`config.mk`:
```
export PLATFORM = sky130hd
export DESIGN_NAME = tmr_wb_voter
export DESIGN_NICKNAME = d
export VERILOG_FILES = /design/src/rtl/tmr_pkg.sv /design/src/rtl/tmr_res_buf.sv /design/src/rtl/tmr_maj_vote.sv /design/src/rtl/tmr_wb_voter.sv
export SDC_FILE = /design/constraint.sdc
export NUM_CORES = 1
export LEC_CHECK = 0
export BUFFER_PORTS_ARGS = -buffer_cell sky130_fd_sc_hd__buf_2
export CELL_PAD_IN_SITES_DETAIL_PLACEMENT = 1
export CELL_PAD_IN_SITES_GLOBAL_PLACEMENT = 1
export CORE_ASPECT_RATIO = 1.5
export CORE_MARGIN = 5
export CORE_UTILIZATION = 46
export DETAILED_ROUTE_END_ITERATION = 16
export HOLD_SLACK_MARGIN = 0.03
export MAX_ROUTING_LAYER = met4
export PLACE_DENSITY_LB_ADDON = 0.15
export SYNTH_ARGS = -nofsm -noshare
export SYNTH_HDL_FRONTEND = slang
export SYNTH_SLANG_ARGS = --single-unit
```
`constraint.sdc`:
```
create_clock -name clk -period 4.9 [get_ports clk]
set_input_delay 0.49 -clock clk [delete_from_list [all_inputs] [get_ports clk]]
set_output_delay 0.49 -clock clk [all_outputs]
set_load 0.005 [all_outputs]
```
`src/rtl/tmr_pkg.sv`:
```
package tmr_pkg;
    localparam int NTHR = 3;

    typedef enum logic [1:0] {
        TID_LAST  = 2'd0,
        TID_MID   = 2'd1,
        TID_FIRST = 2'd2,
        TID_NONE  = 2'd3
    } tid_e;
endpackage

```
`src/rtl/tmr_res_buf.sv`:
```
module tmr_res_buf #(
    parameter int PAY_W = 8
) (
    input  logic             clk,
    input  logic             rst_n,
    input  logic             wr,
    input  logic             clr,
    input  logic [PAY_W-1:0] wpay,
    output logic             vld,
    output logic [PAY_W-1:0] pay,
    output logic             overrun
);
    typedef struct packed {
        logic             vld;
        logic [PAY_W-1:0] pay;
    } st_t;

    st_t st_d, st_q;

    always_comb begin
        st_d = st_q;
        if (wr) begin
            st_d.vld = 1'b1;
            st_d.pay = wpay;
        end else if (clr) begin
            st_d.vld = 1'b0;
            st_d.pay = '0;
        end
    end

    always_ff @(posedge clk or negedge rst_n) begin
        if (!rst_n) st_q <= '0;
        else        st_q <= st_d;
    end

    assign vld     = st_q.vld;
    assign pay     = st_q.pay;
    assign overrun = wr && st_q.vld;
endmodule

```
`src/rtl/tmr_maj_vote.sv`:
```
module tmr_maj_vote #(
    parameter int PAY_W  = 8,
    parameter int RD_LSB = 0,
    parameter int RD_W   = 1
) (
    input  logic [PAY_W-1:0] c0,
    input  logic [PAY_W-1:0] c1,
    input  logic [PAY_W-1:0] c2,
    output logic [PAY_W-1:0] maj,
    output logic             mismatch,
    output logic             dest_split
);
    logic [RD_W-1:0] r0, r1, r2;

    always_comb begin
        maj        = (c0 & c1) | (c0 & c2) | (c1 & c2);
        mismatch   = (c0 != maj) || (c1 != maj) || (c2 != maj);
        r0         = c0[RD_LSB +: RD_W];
        r1         = c1[RD_LSB +: RD_W];
        r2         = c2[RD_LSB +: RD_W];
        dest_split = (r0 != r1) && (r0 != r2) && (r1 != r2);
    end
endmodule

```
`src/rtl/tmr_wb_voter.sv`:
```
module tmr_wb_voter #(
    parameter int DATA_W = 32,
    parameter int RD_W   = 5,
    parameter int ADDR_W = 32
) (
    input  logic              clk,
    input  logic              rst_n,
    input  logic              in_valid,
    input  logic [1:0]        in_tid,
    input  logic              in_rf_we,
    input  logic [RD_W-1:0]   in_rd,
    input  logic [DATA_W-1:0] in_data,
    input  logic              in_mem_req,
    input  logic              in_mem_we,
    input  logic [ADDR_W-1:0] in_mem_addr,
    output logic              rf_we,
    output logic [RD_W-1:0]   rf_addr,
    output logic [DATA_W-1:0] rf_data,
    output logic              mem_req,
    output logic              mem_we,
    output logic [ADDR_W-1:0] mem_addr,
    output logic [DATA_W-1:0] mem_wdata,
    output logic              vote_mismatch,
    output logic              vote_dest_split,
    output logic              buf_overrun
);
    import tmr_pkg::*;

    // payload layout, LSB first: address, store flag, request flag, data, index, write enable
    localparam int MWE_POS  = ADDR_W;
    localparam int MREQ_POS = ADDR_W + 1;
    localparam int DATA_LSB = ADDR_W + 2;
    localparam int RD_LSB   = DATA_LSB + DATA_W;
    localparam int WE_POS   = RD_LSB + RD_W;
    localparam int PAY_W    = WE_POS + 1;

    typedef struct packed {
        logic              rf_we;
        logic [RD_W-1:0]   rd;
        logic [DATA_W-1:0] data;
        logic              mem_req;
        logic              mem_we;
        logic [ADDR_W-1:0] maddr;
        logic              mism;
        logic              split;
        logic              ovr;
    } out_t;

    logic [PAY_W-1:0] in_pay;
    logic [PAY_W-1:0] copy [NTHR];
    logic [NTHR-1:0]  buf_vld;
    logic [NTHR-1:0]  buf_ovr;
    logic             vote_now;
    logic [PAY_W-1:0] maj;
    logic             mism, split;
    out_t             out_d, out_q;

    assign in_pay   = {in_rf_we, in_rd, in_data, in_mem_req, in_mem_we, in_mem_addr};
    assign vote_now = in_valid && (tid_e'(in_tid) == TID_LAST);
    assign copy[0]    = in_pay;
    assign buf_vld[0] = 1'b0;
    assign buf_ovr[0] = 1'b0;

    for (genvar g = 1; g < NTHR; g++) begin : g_buf
        logic wr_g;
        assign wr_g = in_valid && (in_tid == 2'(g));
        tmr_res_buf #(.PAY_W(PAY_W)) u_buf (
            .clk     (clk),
            .rst_n   (rst_n),
            .wr      (wr_g),
            .clr     (vote_now),
            .wpay    (in_pay),
            .vld     (buf_vld[g]),
            .pay     (copy[g]),
            .overrun (buf_ovr[g])
        );
    end

    tmr_maj_vote #(.PAY_W(PAY_W), .RD_LSB(RD_LSB), .RD_W(RD_W)) u_vote (
        .c0         (copy[0]),
        .c1         (copy[1]),
        .c2         (copy[2]),
        .maj        (maj),
        .mismatch   (mism),
        .dest_split (split)
    );

    always_comb begin
        out_d     = '0;
        out_d.ovr = |buf_ovr;
        if (vote_now) begin
            out_d.rf_we   = maj[WE_POS];
            out_d.rd      = maj[RD_LSB +: RD_W];
            out_d.data    = maj[DATA_LSB +: DATA_W];
            out_d.mem_req = maj[MREQ_POS];
            out_d.mem_we  = maj[MREQ_POS] && maj[MWE_POS];
            out_d.maddr   = maj[ADDR_W-1:0];
            out_d.mism    = mism;
            out_d.split   = split;
        end
    end

    always_ff @(posedge clk or negedge rst_n) begin
        if (!rst_n) out_q <= '0;
        else        out_q <= out_d;
    end

    assign rf_we           = out_q.rf_we;
    assign rf_addr         = out_q.rd;
    assign rf_data         = out_q.data;
    assign mem_req         = out_q.mem_req;
    assign mem_we          = out_q.mem_we;
    assign mem_addr        = out_q.maddr;
    assign mem_wdata       = out_q.data;
    assign vote_mismatch   = out_q.mism;
    assign vote_dest_split = out_q.split;
    assign buf_overrun     = out_q.ovr;
endmodule

```
* Word-level counts from Yosys, hierarchy flattened *
Index checks and enable logic that the tools add are counted.

operators by class
  mux-type cells = 4
  bitwise gates (word level) = 5
  eq/ne operators = 8
  reductions and logical operators = 14

operator list
  kind                                                              number
  73-bit two-way mux                                                3
  72-bit bitwise AND                                                3
  72-bit inequality test                                            3
  72-bit bitwise OR                                                 2
  74-bit two-way mux                                                1
  5-bit inequality test                                             3
  1-bit logical AND                                                 8
  2-bit nonzero test                                                2
  2-bit by 1-bit == test with 1-bit output (second input constant)  1
  2-bit == test (second input constant)                             1
  2-bit zero test                                                   1
  1-bit logical OR                                                  2
  2-bit OR reduction                                                1

storage, ports and cells
  input port bits = 77
  logic and storage cells = 44
  output and inout port bits = 107
  flip-flop bits (word level) = 221

* Depth between registers and ports, before layout *
Gate-level depths: netlist of the first run.

  depth in word-level cells = 7
  depth in mapped cells = 8
  depth with buffers taken out = 8

* Hierarchy *
A second synthesis of the first run with hierarchy kept.

unflattened totals
  cells, all modules = 1,229
  area, all modules = 12,281.8 sq um

modules (own cells, without submodules)
  module        seq. area each (sq um)  times used  cells an instance  area each (sq um)
  tmr_res_buf   1,826.8                 2           164                2,621.3
  tmr_maj_vote  0.0                     1           707                4,374.2
  tmr_wb_voter  1,876.8                 1           194                2,665.1

* Worst setup path after synthesis of the first run *
No wires, ideal clock.

  kind = input to register
  from = in in_rd[0]
  to = reg out_q (netlist bit vote_mismatch)
  data arrival time = 2.016 ns
  cell stages on the path = 7
  data required time = 4.764 ns
  path buffers = 0
  path slack = 2.747 ns
  library setup time = 0.136 ns
  cell sequence = ha_1 nor3_2 a21oi_1 or4_1 nor4_1 and4_1 a21oi_1

RTL lines
  item                    RTL line             RTL
  start: declaration      tmr_wb_voter.sv:11   input logic [RD_W-1:0] in_rd,
  end signal: assignment  tmr_wb_voter.sv:105  else out_q <= out_d;
  end: declaration        tmr_wb_voter.sv:56   out_t out_d, out_q;

==> impl_metrics.csv, run 1 <==
group,metric,value,unit
grt,global_route.usage.met2,0.5577,
setup_path,timing.critical_path.slowest_stage_cell,"nor3_1",
grt,global_route.overflow_total,0,
setup_path,worstSetupEndpointType,"register",
grt,top_usage_layer,"met2",
timing,finClkSkew,0.01158,ns
power,power.density_cell_area,356.2,nW/um^2
setup_path,largest_fanout_on_the_critical_path,5,
yosys,post_synth.cell_area_avg,8.330,um^2
setup_path,crit_arrival,3.50,ns
detailed_routing,initial_detailed_routing_violation_count,847,
final_layout,final_design_area_no_fill,14090,um^2
clocking,tritoncts_num_sinks,221,
yosys,synth.lib_cells_used.distinct,60,
yosys,synth-main-ff-cell,"dfrtp_1",
clocking,max-clock-path-buffers,3,
timing,unrepaired_setup_endpoints_after_global_routing,"false",
grt,grt_util_all_layers,0.3365,
yosys,yosysSeqAreaShare,0.4504,
timing,maxClockFrequency,319.7,MHz
die,die_width,143.4,um
timing,total_negative_setup_slack,0,ns
die,initial_core_util,0.4651,
yosys,post_synthesis_instance_total,1474,
timing,worst_slack,1.772,ns
clocking,tritoncts_clock_tree,"built",
final_layout,post_layout_instance_count_excluding_filler_cells,1960,
timing,slew_at_the_pin_with_the_worst_max_slew_slack,1.039,ns
timing,period_needed,3.128,ns
clocking,cts-buffers-inserted,25,
final_layout,layout_commonest_cell,"nand2_1",
timing,maxSlewHeadroom,0.3073,
setup_path,crit_path_frequent_cell,"a21oi_1",
setup_path,cp_slowest_stage_delay,0.80,ns
detailed_routing,drtPass1Iterations,5,
detailed_routing,vias,11820,
clocking,cts_setup_buffers,0,
die,placeableCoreArea,26400,um^2
yosys,synth_edf_count,0,
detailed_routing,antenna_left,0,
timing,finalSetupViolations,0,
grt,grt_start_max_net_pins,139,
final_layout,layout-drive-gt1-share,0.1482,
setup_path,cp_data_required_time,5.27,ns
timing,slew_viol_final,0,
setup_path,timing.critical_path.max_delay_family,"simple AND/OR/NAND/NOR gates",
die,die_height,210.1,um
clocking,clk_root_buffer_cell,"clkbuf_16",
placed_design,routabilityCongestion,0.9730,
status,status,"completed",
job,maxCapViolCount,0,
setup_path,path_cells,"ha_1, nor3_1, a21oi_1, a21oi_1, o2111ai_1, nor4_1, and4_1, a21oi_1",
yosys,postSynth.asyncResetShare,1.000,
die,rows,73,
grt,antenna_violations_before_repair,4,
detailed_routing,via_per_inst,6.030,
setup_path,crit_path_kind,"register to register",
yosys,synthesis.nets,1566,
timing,final_min_period_over_clock_period,0.6383,
final_layout,layout.nets,1694,
die,boundaryPins,184,
clocking,cts-htree-levels,1,
grt,grt.met3_usage,0.03881,
placed_design,detailed_place.area,13250,um^2
setup_path,setup.worst_path.start_class,"register",
setup_path,critical_path_buf_inv_count,0,
power,power.static_leakage,6.503,nW
clocking,clock_pin_slew_reported_for_the_worst_setup_and_hold_paths_after_clock_tree_synthesis,0.06,ns
final_layout,leading_cell_types_in_the_layout_fill_and_taps_excluded,"nand2_1 (388), dfrtp_1 (221), buf_2 (182)",
power,power.ir.vdd_worst,0.0002618,V
timing,finalHoldViolations,0,
placed_design,dpl.cell_count,1911,
yosys,synth.cell_area,12280,um^2
die,die_area,30130,um^2
yosys,yosys_warnings,0,
clocking,ctsResizeCount,0,
placed_design,placement.setup.worst_slack,1.782,ns
placed_design,buffer_ports.inserted,183,
final_layout,final_core_utilization,0.5338,
clocking,insertion_delay,0.53,ns
detailed_routing,totalWireLength,49750,um
clocking,postCtsHoldBufs,1,
placed_design,hpwlAfterDp,36390,um
grt,grtUsageMet1,0.4113,
yosys,synth-seq-cells,221,
detailed_routing,drt-wirelength-per-cell,25.38,um
detailed_routing,drt_drc_violations_left,0,
grt,first_pass_grt_wire_length,74580,um
grt,grt_pass1_vias,12180,
min_path,hold_path_class,"input pin to register",
final_layout,syn2layout_area_growth,14.76,%
## layer usage
| metal | vias to the layer above | share of wire |
|---|---|---|
| met5 | - | 0 |
| met4 | 0 | 0.051 |
| met3 | 101 | 0.054 |
| met2 | 384 | 0.50 |
| met1 | 5925 | 0.39 |
| li1 | 5409 | - |
## path summary, 6_finish.rpt
| check | start | end | slack (ns) | cells past startpoint |
|---|---|---|---|---|
| worst max-delay path | g_buf[2].u_buf.pay[70]$_DFFE_PN0P_ | vote_mismatch$_DFF_PN0_ | 1.77 | 8 |
| worst min-delay path | in_data[28] | g_buf[2].u_buf.pay[62]$_DFFE_PN0P_ | 0.23 | 3 |
| worst max register to register | g_buf[2].u_buf.pay[70]$_DFFE_PN0P_ | vote_mismatch$_DFF_PN0_ | 1.77 | 8 |
| worst min register to register | g_buf[1].u_buf.vld$_DFFE_PN0P_ | g_buf[1].u_buf.vld$_DFFE_PN0P_ | 0.51 | 1 |
| max in group asynchronous | rst_n | g_buf[2].u_buf.pay[69]$_DFFE_PN0P_ | 3.10 | 3 |
| min in group asynchronous | rst_n | mem_wdata[5]$_DFF_PN0_ | 0.52 | 2 |
## worst register-to-register path: cells and delay by family (launching register included)
kind / cells / cell delay, ns
flops: 1 / 0.51
fa+ha+maj: 1 / 0.26
compound gates: 4 / 0.79
simple gates: 3 / 1.42
## synthesized netlist by cell type (all sizes together) (5+ instances only)
cell type | n | share of area
nand2b | 57 | 0.029
nand3b | 57 | 0.035
xor2 | 8 | 0.0057
or4 | 5 | 0.0034
and3b | 8 | 0.0057
buf | 41 | 0.022
nor3 | 12 | 0.0057
nor3b | 63 | 0.039
nor2 | 25 | 0.0076
nand4 | 24 | 0.012
a31oi | 19 | 0.0097
nand2 | 388 | 0.12
nor2b | 8 | 0.0041
o2111ai | 11 | 0.0078
a2111oi | 8 | 0.0072
ha | 15 | 0.015
nor4 | 18 | 0.0097
or3b | 10 | 0.0071
dfrtp | 221 | 0.45
a21oi | 79 | 0.032
o21ai | 221 | 0.090
clkbuf | 49 | 0.015
inv | 42 | 0.013
o22ai | 8 | 0.0041
xnor2 | 9 | 0.0064
a22oi | 24 | 0.015
## report_power, final
group	switching (mW)	internal [mW]	total [mW]
Combinational	0.607	0.326	0.933
Sequential	0.215	1.97	2.18
Clock	0.786	1.12	1.91
Total	1.61	3.41	5.02
## per-stage QoR
stage | hold slack (ns) | power, mW
2_1_floorplan | 0.1944 | 2.658
3_3_place_gp | 0.4911 | 3.087
3_5_place_dp | 0.5014 | 3.125
4_1_cts | 0.2164 | 5.043
5_1_grt | 0.2351 | 5.232
6_report | 0.2318 | 5.019
## sequential cells by signal (all words and copies together) (netlist names)
register	flops
mem_addr	32
rf_we	1
vote_mismatch	1
vote_dest_split	1
rf_addr	5
g_buf.u_buf.pay	144
buf_overrun	1
g_buf.u_buf.vld	2
mem_req	1
mem_we	1
mem_wdata	32
## kinds of logic after synthesis
family	after synthesis	share of synthesized area
AOI/OAI and AO/OA	399	0.1860
xor gates and xnor gates	17	0.01213
adders and majority gates	15	0.01529
buffers and inverters	132	0.05014
DFF	221	0.4504
muxes	5	0.004280
and+or+nand+nor	685	0.2818
## layout make-up
class	instances	area (um^2)
fill	3258	12310
multi-input combinational	1121	6147
sequential	221	5530
timing repair buffer	191	1001
clock buffer	35	713.2
tap	337	421.7
inverter	42	157.7
clock inverter	9	108.9
antenna	4	10.01
(Power assumes the default switching activity.)
==> run 2: changes to the inputs <==
--- a/config.mk
+++ b/config.mk
@@ -10,7 +10,7 @@
 export CELL_PAD_IN_SITES_GLOBAL_PLACEMENT = 1
 export CORE_ASPECT_RATIO = 1.5
 export CORE_MARGIN = 5
-export CORE_UTILIZATION = 46
+export CORE_UTILIZATION = 39
 export DETAILED_ROUTE_END_ITERATION = 16
 export HOLD_SLACK_MARGIN = 0.03
 export MAX_ROUTING_LAYER = met4
==> constraint.sdc (replaced) <==
create_clock -name clk -period 2.7 [get_ports clk]
set_input_delay 0.27 -clock clk [delete_from_list [all_inputs] [get_ports clk]]
set_output_delay 0.27 -clock clk [all_outputs]
set_load 0.005 [all_outputs]
==> run 2 against run 1 <==
First-iteration DRC count shrank 13%. Flip-flop and latch count unchanged. Maximum frequency up 24%. Clock power is 95% higher. Routed wire length rose by 2.8%. Final cell count grew 7.7%. Clock-buffer cell count up 1. Critical path depth is the same. Combinational power up 97%. Hold slack worse by 0.19 ns. Cell area is 6.8% higher.
==> impl_metrics.csv, run 2 (same netlist as run 1, synthesis figures left out) <==
group,metric,value,unit
clocking,cts-buffers-inserted,25,
clocking,clk_root_buffer_cell,"clkbuf_16",
power,power.static_leakage,6.906,nW
detailed_routing,drt-wirelength-per-cell,24.23,um
final_layout,layout_commonest_cell,"nand2_1",
final_layout,layout.nets,1775,
timing,maxSlewHeadroom,0.2900,
setup_path,regToRegSetupSlack,0.19,ns
setup_path,timing.critical_path.max_delay_family,"simple AND/OR/NAND/NOR gates",
clocking,tritoncts_clock_tree,"built",
placed_design,buffer_ports.inserted,183,
setup_path,timing.critical_path.slowest_stage_cell,"nor4_1",
final_layout,post_layout_instance_count_excluding_filler_cells,2111,
timing,finalHoldViolations,0,
die,die_area,35200,um^2
placed_design,routabilityCongestion,0.9562,
power,power.share.combinational,0.194,
placed_design,hpwlAfterDp,37470,um
setup_path,cp_slowest_stage_delay,0.43,ns
die,rows,79,
clocking,cts-htree-levels,1,
detailed_routing,via_per_inst,5.631,
final_layout,final_design_area_no_fill,15050,um^2
detailed_routing,drt_drc_violations_left,0,
grt,antenna_violations_before_repair,3,
status,status,"completed",
clocking,cts_setup_buffers,0,
power,total_switching_power,2.995,mW
grt,grt_util_all_layers,0.2951,
final_layout,layout-drive-gt1-share,0.1533,
setup_path,crit_path_kind,"register to register",
detailed_routing,totalWireLength,51150,um
timing,period_needed,2.512,ns
grt,first_pass_grt_wire_length,76760,um
setup_path,critical_path_buf_inv_count,0,
clocking,tritoncts_num_sinks,221,
grt,grt_start_max_net_pins,146,
placed_design,dpl.cell_count,1998,
power,power.ir.vdd_worst,0.0004562,V
timing,maxClockFrequency,398.0,MHz
die,initial_core_util,0.3956,
final_layout,leading_cell_types_in_the_layout_fill_and_taps_excluded,"nand2_1 (388), dfrtp_1 (221), buf_2 (182)",
timing,total_negative_setup_slack,0,ns
timing,hold_slack,0.04172,ns
setup_path,worstSetupEndpointType,"register",
power,power.switching_fraction,0.3147,
timing,slew_viol_final,0,
die,die_height,227.3,um
die,die_width,154.9,um
min_path,min_from,"in_data[29]",
setup_path,crit_arrival,2.91,ns
timing,finClkSkew,0.01679,ns
min_path,hold_path_class,"input pin to register",
die,boundaryPins,184,
timing,final_min_period_over_clock_period,0.9306,
grt,grt_pass1_vias,12290,
detailed_routing,drtPass1Iterations,5,
detailed_routing,initial_detailed_routing_violation_count,733,
setup_path,timing.rr.start,"g_buf[2].u_buf.pay[69]$_DFFE_PN0P_",
power,p_int,6.523,mW
timing,unrepaired_setup_endpoints_after_global_routing,"false",
power,pwr-share-seq,0.414,
final_layout,largest_register_ffs,144,
job,maxCapViolCount,0,
setup_path,largest_fanout_on_the_critical_path,5,
setup_path,setup.worst_path.start_class,"register",
power,power.density_cell_area,632.3,nW/um^2
setup_path,path_cells,"ha_1, nor3_1, mux2_1, nor2_1, nand4_1, nor4_1, and4_1, a21oi_1",
timing,worst_slack,0.1875,ns
detailed_routing,antenna_left,0,
min_path,hold_path_end,"g_buf[1].u_buf.pay[63]$_DFFE_PN0P_",
placed_design,detailed_place.area,13530,um^2
clocking,max-clock-path-buffers,3,
detailed_routing,vias,11890,
setup_path,worst-r2r-cell-count,8,
final_layout,syn2layout_area_growth,22.59,%
timing,slew_at_the_pin_with_the_worst_max_slew_slack,1.065,ns
clocking,clock_pin_slew_reported_for_the_worst_setup_and_hold_paths_after_clock_tree_synthesis,0.07,ns
die,placeableCoreArea,31040,um^2
timing,finalSetupViolations,0,
clocking,insertion_delay,0.55,ns
min_path,worst_hold_stages,3,
setup_path,cp_data_required_time,3.09,ns
grt,global_route.overflow_total,0,
setup_path,r2r-end,"vote_mismatch$_DFF_PN0_",
placed_design,placement.setup.worst_slack,0.1635,ns
power,power.share.clock,0.392,
run 2: through the flow:
stage	utilization	power, mW
CTS	0.4846	9.570
finish	0.4850	9.518
detailed placement	0.4358	5.740
floorplan	-	4.824
global placement	0.4358	5.682
global route	0.4849	9.905
run 2: area by class of cell:
class                      count  area [um^2]
fill                        3741        15990
clock inverter                10        157.7
sequential                   221         5530
multi-input combinational   1121         6148
tap                          405        506.7
timing repair buffer         272         1814
inverter                      42        157.7
clock buffer                  36        726.9
antenna                        4        10.01
run 2: what timing repair did:
item	CTS	global route
hold buffers	63	0
gates resized for setup	0	1
endpoints found under the setup margin	0	1
hold endpoints to repair	191	0
run 2: worst max path at each step:
stage / to / cells past startpoint / from / slack (ns)
finish: vote_mismatch$_DFF_PN0_ / 8 / g_buf[2].u_buf.pay[69]$_DFFE_PN0P_ / 0.19
CTS: vote_mismatch$_DFF_PN0_ / 8 / g_buf[2].u_buf.pay[67]$_DFFE_PN0P_ / 0.18
global placement: vote_mismatch$_DFF_PN0_ / 9 / in_rd[1] / 0.26
floorplan: vote_mismatch$_DFF_PN0_ / 7 / g_buf[1].u_buf.pay[66]$_DFFE_PN0P_ / 0.63
global route: vote_mismatch$_DFF_PN0_ / 8 / g_buf[2].u_buf.pay[69]$_DFFE_PN0P_ / 0.06
detailed placement: vote_mismatch$_DFF_PN0_ / 8 / g_buf[2].u_buf.pay[67]$_DFFE_PN0P_ / 0.16
run 2: metal layers:
layer	wire, um	vias to the layer above	track usage	share of wire
li1	-	5558	-	-
met1	21020	5896	0.3593	0.41
met2	25530	333	0.5004	0.50
met3	2344	101	0.03442	0.046
met4	2247	0	0.1189	0.044
met5	0	-	-	0
run 2: worst reg2reg max path: cells and delay by family, from the launching register on:
family | cells | cell delay (ns)
DFF | 1 | 0.42
AOI/OAI and AO/OA | 1 | 0.07
muxes | 1 | 0.36
adders and majority gates | 1 | 0.21
and+or+nand+nor | 5 | 1.30
run 2: power groups by stage:
stage | clock [mW] | combinational, mW | sequential (mW)
6_report | 3.73 | 1.84 | 3.94
3_5_place_dp | 0 | 1.75 | 3.99
5_1_grt | 3.92 | 1.99 | 3.99
2_1_floorplan | 0 | 0.939 | 3.88
3_3_place_gp | 0 | 1.72 | 3.96
4_1_cts | 3.80 | 1.84 | 3.93
